==> src/rtl/b4_pkg.sv <==
package b4_pkg;
  localparam int unsigned BEATS  = 4;
  localparam int unsigned BEAT_W = $clog2(BEATS);

  typedef enum logic {
    LAT_ONE      = 1'b0,
    LAT_ONE_HALF = 1'b1
  } lat_mode_e;

  // ticks to wait after the accepting edge, minus one, before launch
  function automatic logic [1:0] lead_ticks(input lat_mode_e m);
    return (m == LAT_ONE_HALF) ? 2'd2 : 2'd1;
  endfunction
endpackage

==> src/rtl/b4_phase.sv <==
module b4_phase (
  input  logic clk,
  input  logic rst_n,
  output logic kph
);
  // kph=1 means the coming edge is a main-clock rise
  always_ff @(posedge clk) begin
    if (!rst_n) kph <= 1'b0;
    else        kph <= ~kph;
  end
endmodule

==> src/rtl/b4_req_gate.sv <==
module b4_req_gate
  import b4_pkg::*;
(
  input  logic      clk,
  input  logic      rst_n,
  input  logic      kph,
  input  logic      rd_sel_n,
  input  logic      half_lat,
  output logic      acc,
  output lat_mode_e acc_mode
);
  logic blk;

  assign acc      = kph & ~rd_sel_n & ~blk;
  assign acc_mode = half_lat ? LAT_ONE_HALF : LAT_ONE;

  // one main-cycle lockout after each accepted request
  always_ff @(posedge clk) begin
    if (!rst_n)   blk <= 1'b0;
    else if (kph) blk <= acc;
  end
endmodule

==> src/rtl/b4_line_store.sv <==
module b4_line_store #(
  parameter int unsigned WORD_W = 18,
  parameter int unsigned ADDR_W = 6
) (
  input  logic                           clk,
  input  logic                           wr_en,
  input  logic [ADDR_W-1:0]              wr_addr,
  input  logic [b4_pkg::BEATS*WORD_W-1:0] wr_line,
  input  logic                           rd_en,
  input  logic [ADDR_W-1:0]              rd_addr,
  output logic [b4_pkg::BEATS*WORD_W-1:0] rd_line
);
  localparam int unsigned DEPTH  = 1 << ADDR_W;
  localparam int unsigned LINE_W = b4_pkg::BEATS * WORD_W;

  logic [LINE_W-1:0] mem [DEPTH];

  always_ff @(posedge clk) begin
    if (wr_en) mem[wr_addr] <= wr_line;
  end

  // registered read, old data on a same-edge write
  always_ff @(posedge clk) begin
    if (rd_en) rd_line <= mem[rd_addr];
  end
endmodule

==> src/rtl/b4_beat_seq.sv <==
module b4_beat_seq
  import b4_pkg::*;
#(
  parameter int unsigned WORD_W = 18
) (
  input  logic                    clk,
  input  logic                    rst_n,
  input  logic                    kph,
  input  logic                    acc,
  input  lat_mode_e               acc_mode,
  input  logic [BEATS*WORD_W-1:0] line_in,
  output logic [WORD_W-1:0]       q,
  output logic                    q_valid,
  output logic                    q_oe
);
  localparam int unsigned LINE_W = BEATS * WORD_W;

  logic              pend;
  logic [1:0]        wcnt;
  logic              active;
  logic [BEAT_W-1:0] beat;
  logic [LINE_W-1:0] obuf;
  logic              launch;

  assign launch = pend && (wcnt == 2'd0);

  // latency countdown between acceptance and first word
  always_ff @(posedge clk) begin
    if (!rst_n) begin
      pend <= 1'b0;
      wcnt <= 2'd0;
    end else if (acc) begin
      pend <= 1'b1;
      wcnt <= lead_ticks(acc_mode);
    end else if (launch) begin
      pend <= 1'b0;
    end else if (pend) begin
      wcnt <= wcnt - 2'd1;
    end
  end

  // beat shifter and output enable
  always_ff @(posedge clk) begin
    if (!rst_n) begin
      active  <= 1'b0;
      beat    <= '0;
      obuf    <= '0;
      q       <= '0;
      q_valid <= 1'b0;
      q_oe    <= 1'b0;
    end else if (launch) begin
      obuf    <= line_in;
      q       <= line_in[WORD_W-1:0];
      beat    <= BEAT_W'(1);
      active  <= 1'b1;
      q_valid <= 1'b1;
      q_oe    <= 1'b1;
    end else if (active) begin
      q       <= obuf[beat*WORD_W +: WORD_W];
      beat    <= beat + BEAT_W'(1);
      active  <= (beat != BEAT_W'(BEATS-1));
      q_valid <= 1'b1;
    end else begin
      q_valid <= 1'b0;
      if (kph) q_oe <= 1'b0;
    end
  end
endmodule

==> src/rtl/burst4_rd_port.sv <==
module burst4_rd_port
  import b4_pkg::*;
#(
  parameter int unsigned WORD_W = 18,
  parameter int unsigned ADDR_W = 6
) (
  input  logic                    clk,
  input  logic                    rst_n,
  input  logic                    half_lat,
  output logic                    k_rise,
  input  logic                    rd_sel_n,
  input  logic [ADDR_W-1:0]       rd_addr,
  input  logic                    wr_en,
  input  logic [ADDR_W-1:0]       wr_addr,
  input  logic [BEATS*WORD_W-1:0] wr_line,
  output logic [WORD_W-1:0]       q,
  output logic                    q_valid,
  output logic                    q_oe
);
  localparam int unsigned LINE_W = BEATS * WORD_W;

  logic              kph;
  logic              acc;
  lat_mode_e         acc_mode;
  logic [LINE_W-1:0] line_q;

  assign k_rise = kph;

  b4_phase u_phase (.clk(clk), .rst_n(rst_n), .kph(kph));

  b4_req_gate u_gate (
    .clk(clk), .rst_n(rst_n), .kph(kph), .rd_sel_n(rd_sel_n),
    .half_lat(half_lat), .acc(acc), .acc_mode(acc_mode)
  );

  b4_line_store #(.WORD_W(WORD_W), .ADDR_W(ADDR_W)) u_store (
    .clk(clk), .wr_en(wr_en), .wr_addr(wr_addr), .wr_line(wr_line),
    .rd_en(acc), .rd_addr(rd_addr), .rd_line(line_q)
  );

  b4_beat_seq #(.WORD_W(WORD_W)) u_seq (
    .clk(clk), .rst_n(rst_n), .kph(kph), .acc(acc), .acc_mode(acc_mode),
    .line_in(line_q), .q(q), .q_valid(q_valid), .q_oe(q_oe)
  );
endmodule

==> config.mk <==
export PLATFORM = sky130hd
export DESIGN_NAME = burst4_rd_port
export DESIGN_NICKNAME = d
export VERILOG_FILES = /design/src/rtl/b4_pkg.sv /design/src/rtl/b4_phase.sv /design/src/rtl/b4_req_gate.sv /design/src/rtl/b4_line_store.sv /design/src/rtl/b4_beat_seq.sv /design/src/rtl/burst4_rd_port.sv
export SDC_FILE = /design/constraint.sdc
export NUM_CORES = 2
export LEC_CHECK = 0
export BUFFER_PORTS_ARGS = -buffer_cell sky130_fd_sc_hd__buf_2
export CAP_MARGIN = 10
export CORE_ASPECT_RATIO = 1.1
export CORE_UTILIZATION = 24
export CTS_CLUSTER_SIZE = 24
export DETAILED_ROUTE_END_ITERATION = 10
export PLACE_DENSITY = 0.35
export SYNTH_ARGS = -nofsm -noshare
export SYNTH_HDL_FRONTEND = slang
export SYNTH_MEMORY_MAX_BITS = 65536
export SYNTH_SLANG_ARGS = --single-unit
==> constraint.sdc <==
create_clock -name clk -period 22.4 [get_ports clk]
set_clock_uncertainty 0.05 [all_clocks]
set_input_delay 4.48 -clock clk [delete_from_list [all_inputs] [get_ports clk]]
set_output_delay 4.48 -clock clk [all_outputs]
set_load 0.01 [all_outputs]
# Word level (Yosys, flattened, before mapping)
# Memories as Yosys holds them, arrays and structs flattened. A register that Yosys moved wholly into a read port is not among the register bits.
# Index checks and enable logic that the tools add are counted.
totals:
  regBits: 100
  mem_bits_rw: 4608
  in_bits: 89
  out_inout_bits: 21
  elab_cells: 54
  n_memories: 1
mem_list:
  columns: ["name", "words", "word_bits", "read_ports", "rd_ports_with_merged_regs", "write_ports", "line", "text"]
  rows:
  - ["u_store.mem", 64, 72, 1, 1, 1, "b4_line_store.sv:16", "logic [LINE_W-1:0] mem [DEPTH];"]
classes:
  n_addsub: 2
  multipliers: 1
  eq_ne: 3
  shifts: 1
  muxes: 20
  n_bitwise: 6
  n_reduce_logical: 9
ops:
  columns: ["op", "n"]
  rows:
  - ["$shiftx A72 B8 Y18", 1]
  - ["$mux W18", 2]
  - ["$mux W1", 14]
  - ["$mux W2", 4]
  - ["$reduce_bool A2 Y1", 4]
  - ["$mul A2 B4 Y6 const B", 1]
  - ["$ne A2 B2 Y1 const B", 3]
  - ["$not A1 Y1", 4]
  - ["$reduce_and A2 Y1", 2]
  - ["$add A2 B1 Y2 const B", 1]
  - ["$and A1 B1 Y1", 2]
  - ["$logic_not A2 Y1", 1]
  - ["$reduce_or A2 Y1", 1]
  - ["$sub A2 B1 Y2 const B", 1]
  - ["$logic_and A1 B1 Y1", 1]

# Logic depth before layout (Yosys ltp)
logic_depth:
  depth_word: 5
  depth_mapped: 9
  mapped_depth_nobuf: 6

# Cells and area by module
# From an unflattened synthesis, not the netlist that was laid out.
hier_totals:
  cells_unflattened: 7786
  area_unflattened_um2: 180257.9
by_module_without_submodules:
  columns: ["mod", "n_inst", "cells_per_inst", "area_per_inst_um2", "seq_area_each_um2"]
  rows:
  - ["b4_line_store", 1, 7305, 175935.0, 140534.8]
  - ["b4_beat_seq", 1, 474, 4235.3, 1961.9]
  - ["b4_req_gate", 1, 5, 53.8, 20.0]
  - ["b4_phase", 1, 2, 33.8, 20.0]

# Worst setup path after synthesis
# OpenSTA, ideal clock, no wires.
synth_path:
  kind: "input port to flip-flop"
  from: "input port rd_sel_n"
  to: "register u_seq.wcnt[0]"
  setup_ns: 0.120
  arrival_time_ns: 10.589
  required_time_ns: 22.230
  path_slack_ns: 11.640
  stages: 3
  path_buffers: 0
  cell_sequence: "nor3b_1 nand2_1 o211a_1"
synth_between:
  elab_chain_cells: 5
  elab_cells_between_ends: 7
  cone_classes: "eq/ne: 1; mux: 1; bitwise: 3; reduce/logical: 2"
synth_rtl:
  columns: ["element", "line", "text"]
  rows:
  - ["from (decl)", "burst4_rd_port.sv:11", "input logic rd_sel_n,"]
  - ["$not A1 Y1 (*)", "b4_req_gate.sv:14", "assign acc = kph & ~rd_sel_n & ~blk;"]
  - ["$and A1 B1 Y1 (*) (2 in a row)", "b4_req_gate.sv:14", null]
  - ["$ne A2 B2 Y1 (no source line) / $reduce_bool A2 Y1 (equally long branches)", null, null]
  - ["$reduce_and A2 Y1 (no source line)", null, null]
  - ["to (signal assigned)", "b4_beat_seq.sv:34", "wcnt <= lead_ticks(acc_mode);"]
  - ["to (signal assigned)", "b4_beat_seq.sv:38", "wcnt <= wcnt - 2'd1;"]
  - ["to (decl)", "b4_beat_seq.sv:19", "logic [1:0] wcnt;"]
# Every way passes the cells marked *; elsewhere a longest branch is shown, timed or not.
# A chain may end at the register's enable or synchronous reset.

==> metrics.yaml <==
outcome: "complete, no violations"
grt_setup_unrepaired: "no"
r2r_depth: 6
layout-drive-gt1-share: 0.280
cts-resized-gates: 0
arrival_ns: 9.90
worstPathBufferInverterCount: 6
dp.final_hpwl_um: 381000
cts_buffers: 535
yosys.area_share.adder: 0.000139
final-max-slew-violation-count: 0
total_congestion_overflow: 0
p_leak_nw: 63.6
global_route_usage_over_all_layers: 0.180
cts_tree: "yes"
tightest_pin_transition_ns: 1.31
synth_cell_type_count: 40
die_width_um: 828
yosys_register_bits: 4780
post_route_design_area_sq_mm: 0.211
synth-async-reset-ratio: 0
yosys_most_used_dff: "sky130_fd_sc_hd__edfxtp_1"
synth_top_area_share: 0.780
final_cells: 18600
cts_root_buffer: "sky130_fd_sc_hd__clkbuf_16"
synth_cells: 7760
yosys.area_share.simple: 0.0129
clk_pin_slew_worst_paths_ns: 0.06
grt_pass1_wl_um: 911000
drtIter0Drc: 9885
worst_skew_pair.late_latency_ns: 1.10
combined_flip_flop_and_latch_cell_area_sq_mm: 0.143
critical-path-top-cell-by-count: "sky130_fd_sc_hd__buf_4"
antenna_violations_before_repair: 116
timing.hold.worst.class: "reg2reg"
clock_sink_count: 4780
finalSetupViolCount: 0
synth_area_in_xor_xnor: 0.0000973
fin_crit_sh: 0.406
overall_die_height_um: 910
postPlaceCellArea_sq_mm: 0.194
synthTopCellsByArea: "sky130_fd_sc_hd__edfxtp_1, sky130_fd_sc_hd__mux4_2, sky130_fd_sc_hd__a22oi_1, sky130_fd_sc_hd__dfxtp_1, sky130_fd_sc_hd__o22ai_1"
synth_top_family_by_area: "multiplexers"
totalWireLength_um: 695000
start_util: 0.241
yosysSeqAreaShare: 0.792
postSynthNetCount: 7851
ant_nets: 0
postCtsSetupRepairBufs: 0
multi_input_gate_area_sq_mm: 0.0360
pwr-share-comb: 0.046
achievable_freq_ghz: 0.110
port_buffers: 109
synth_edf_count: 4680
die_area_sq_mm: 0.754
yosysMostFrequentCell: "sky130_fd_sc_hd__edfxtp_1"
route.detailed.vias_per_inst: 4.81
synthesis.yosys.warnings: 0
layout-area-overhead-vs-synth_pct: 17.0
post_synth_instance_area_sq_mm: 0.180
crit_path_top_delay_cell: "sky130_fd_sc_hd__buf_4"
timing.setup.critical_path_class: "in2reg"
slew_headroom: 0.127
dr.pass1.iters: 6
dr_total_vias: 89500
fin_setup_tns_ns: 0
timing.critical_path.cells: "buf_8 > buf_4 > buf_4 > buf_4 > buf_4 > buf_4 > mux4_2 > a22oi_1 > nand3_1 > o211a_1"
synthesis.area_per_instance_sq_um: 23.2
multiplexer_share_of_the_synthesized_area: 0.152
power_density_mw_per_mm2: 91.8
drcViolationCount: 0
gp_congestion: 0.743
std_cell_rows: 333
drv.max_cap_violation_count: 0
design.final.nets: 8352
worstSetupEndpointType: "flip-flop"
synth_compound_area_frac: 0.0316
largest_area_contributor_in_the_synthesized_netlist: "sky130_fd_sc_hd__edfxtp_1"
placeableCoreArea_sq_mm: 0.747
timing.critical_path.from_type: "primary input"
dpl_worst_slack_ns: 12.10
timing_hold_violations_final: 0
top_level_ports: 110
fillCellCount: 73500
internal_power_mw: 15.0
grt_pass1_vias: 92600
number_of_h_tree_branching_levels: 6
p_total_mw: 19.4
worst_path_dominant_cell_family: "buffers and inverters"
number_of_cells_on_the_critical_path: 10
highest_ir_drop_seen_on_vdd_mv: 0.0611
crit_path_max_incr_delay_ns: 0.77
hold_path_depth: 2
largest_driver_fanout_on_the_critical_path: 56
final.min_clock_period_ns: 9.09
post_cts_hold_buffer_count: 0
fin_ws_ns: 13.31
ys_top_cells_by_count: "sky130_fd_sc_hd__edfxtp_1, sky130_fd_sc_hd__mux4_2, sky130_fd_sc_hd__a22oi_1"
largest_net_degree_at_the_start_of_global_routing: 106
p_sw_frac: 0.225
dpl.cell_count: 17600
wl_per_cell_um: 37.3
clock_path_buffers: 4
share_seq_of_total_power: 0.514
power_dissipated_by_switching_net_loads_mw: 4.36
clkPwrFrac: 0.440
required_time_at_the_endpoint_of_the_critical_path_ns: 23.20
per-stage QoR:
step / hold slack [ns] / util
3_3_place_gp: 0.401 / 0.259
4_1_cts: 0.419 / 0.282
3_5_place_dp: 0.411 / 0.260
6_report: 0.417 / 0.282
5_1_grt: 0.437 / 0.282
2_1_floorplan: 0.390 / -
per-layer routing:
metal  global-route usage  up-vias  wire length, um
met5                    0        -              133
met2                0.312     2965           347000
li1                     -    34500                -
met4               0.0378       20            15800
met1                0.241    51200           295000
met3               0.0258      771            36400
cell families (layout without fill, tap and decap cells):
kind of cell             after synthesis  in the layout
multiplexers                        1261           1261
buffers and inverters                454           1382
XOR/XNOR                               2              2
adder cells (fa/ha/maj)                2              2
AND/OR/NAND/NOR                      514            514
other                                  0             30
flip-flops                          4780           4780
AO/OA/AOI/OAI                        747            747
worst reg2reg max path, delay by kind of cell (launching register included):
family                   cells  cell delay (ns)
AO/OA/AOI/OAI                1             0.28
adder cells (fa/ha/maj)      1             0.26
AND/OR/NAND/NOR              2             0.98
flip-flops                   1             0.29
buffers and inverters        2             0.95
power groups by stage:
stage / combinational (mW) / sequential [mW] / clock (mW)
6_report: 0.888 / 9.94 / 8.52
2_1_floorplan: 0.468 / 10.1 / 0
4_1_cts: 0.913 / 9.94 / 8.73
3_5_place_dp: 0.911 / 10.1 / 0
3_3_place_gp: 0.901 / 10.1 / 0
5_1_grt: 0.945 / 9.94 / 9.03
cells in the final DEF, fill, tap and decap left out, drive strengths merged, types with 134 or more instances in the layout:
cell type and instances:
edfxtp 4680, a22oi 288, nor2 141, nand3 134
nand2 172, o22ai 144, buf 415, clkinv 228
clkbuf 668, mux4 1170
area by class of cell:
cell class | instances | share of cell area
inverters | 3 | 0.0000534
clock inverters | 296 | 0.0115
well taps | 9882 | 0.0587
diodes | 30 | 0.000356
multi-input cells | 2526 | 0.171
flip-flops and latches | 4780 | 0.676
clock buffers | 668 | 0.0674
repair buffers | 415 | 0.0150
sequential cells by signal (all words and copies together) (netlist names):
name and count:
u_seq.obuf 72, u_phase.kph 1, u_seq.active 1, u_seq.q_oe 1, u_gate.blk 1, u_seq.pend 1
u_seq.q 18, u_seq.beat 2, u_store.rd_line 72, u_seq.wcnt 2, u_store.mem 4608, u_seq.q_valid 1
final timing paths:
path | startpoint | to | slack, ns
setup / recovery | rd_addr[1] | u_store.rd_line[38] | 13.31
hold / removal | u_seq.obuf[44] | u_seq.obuf[44] | 0.42
setup reg to reg | u_seq.wcnt[0] | u_seq.q[11] | 19.52
hold reg to reg | u_seq.obuf[44] | u_seq.obuf[44] | 0.42
Note: power is estimated with default switching activity, not from simulation.
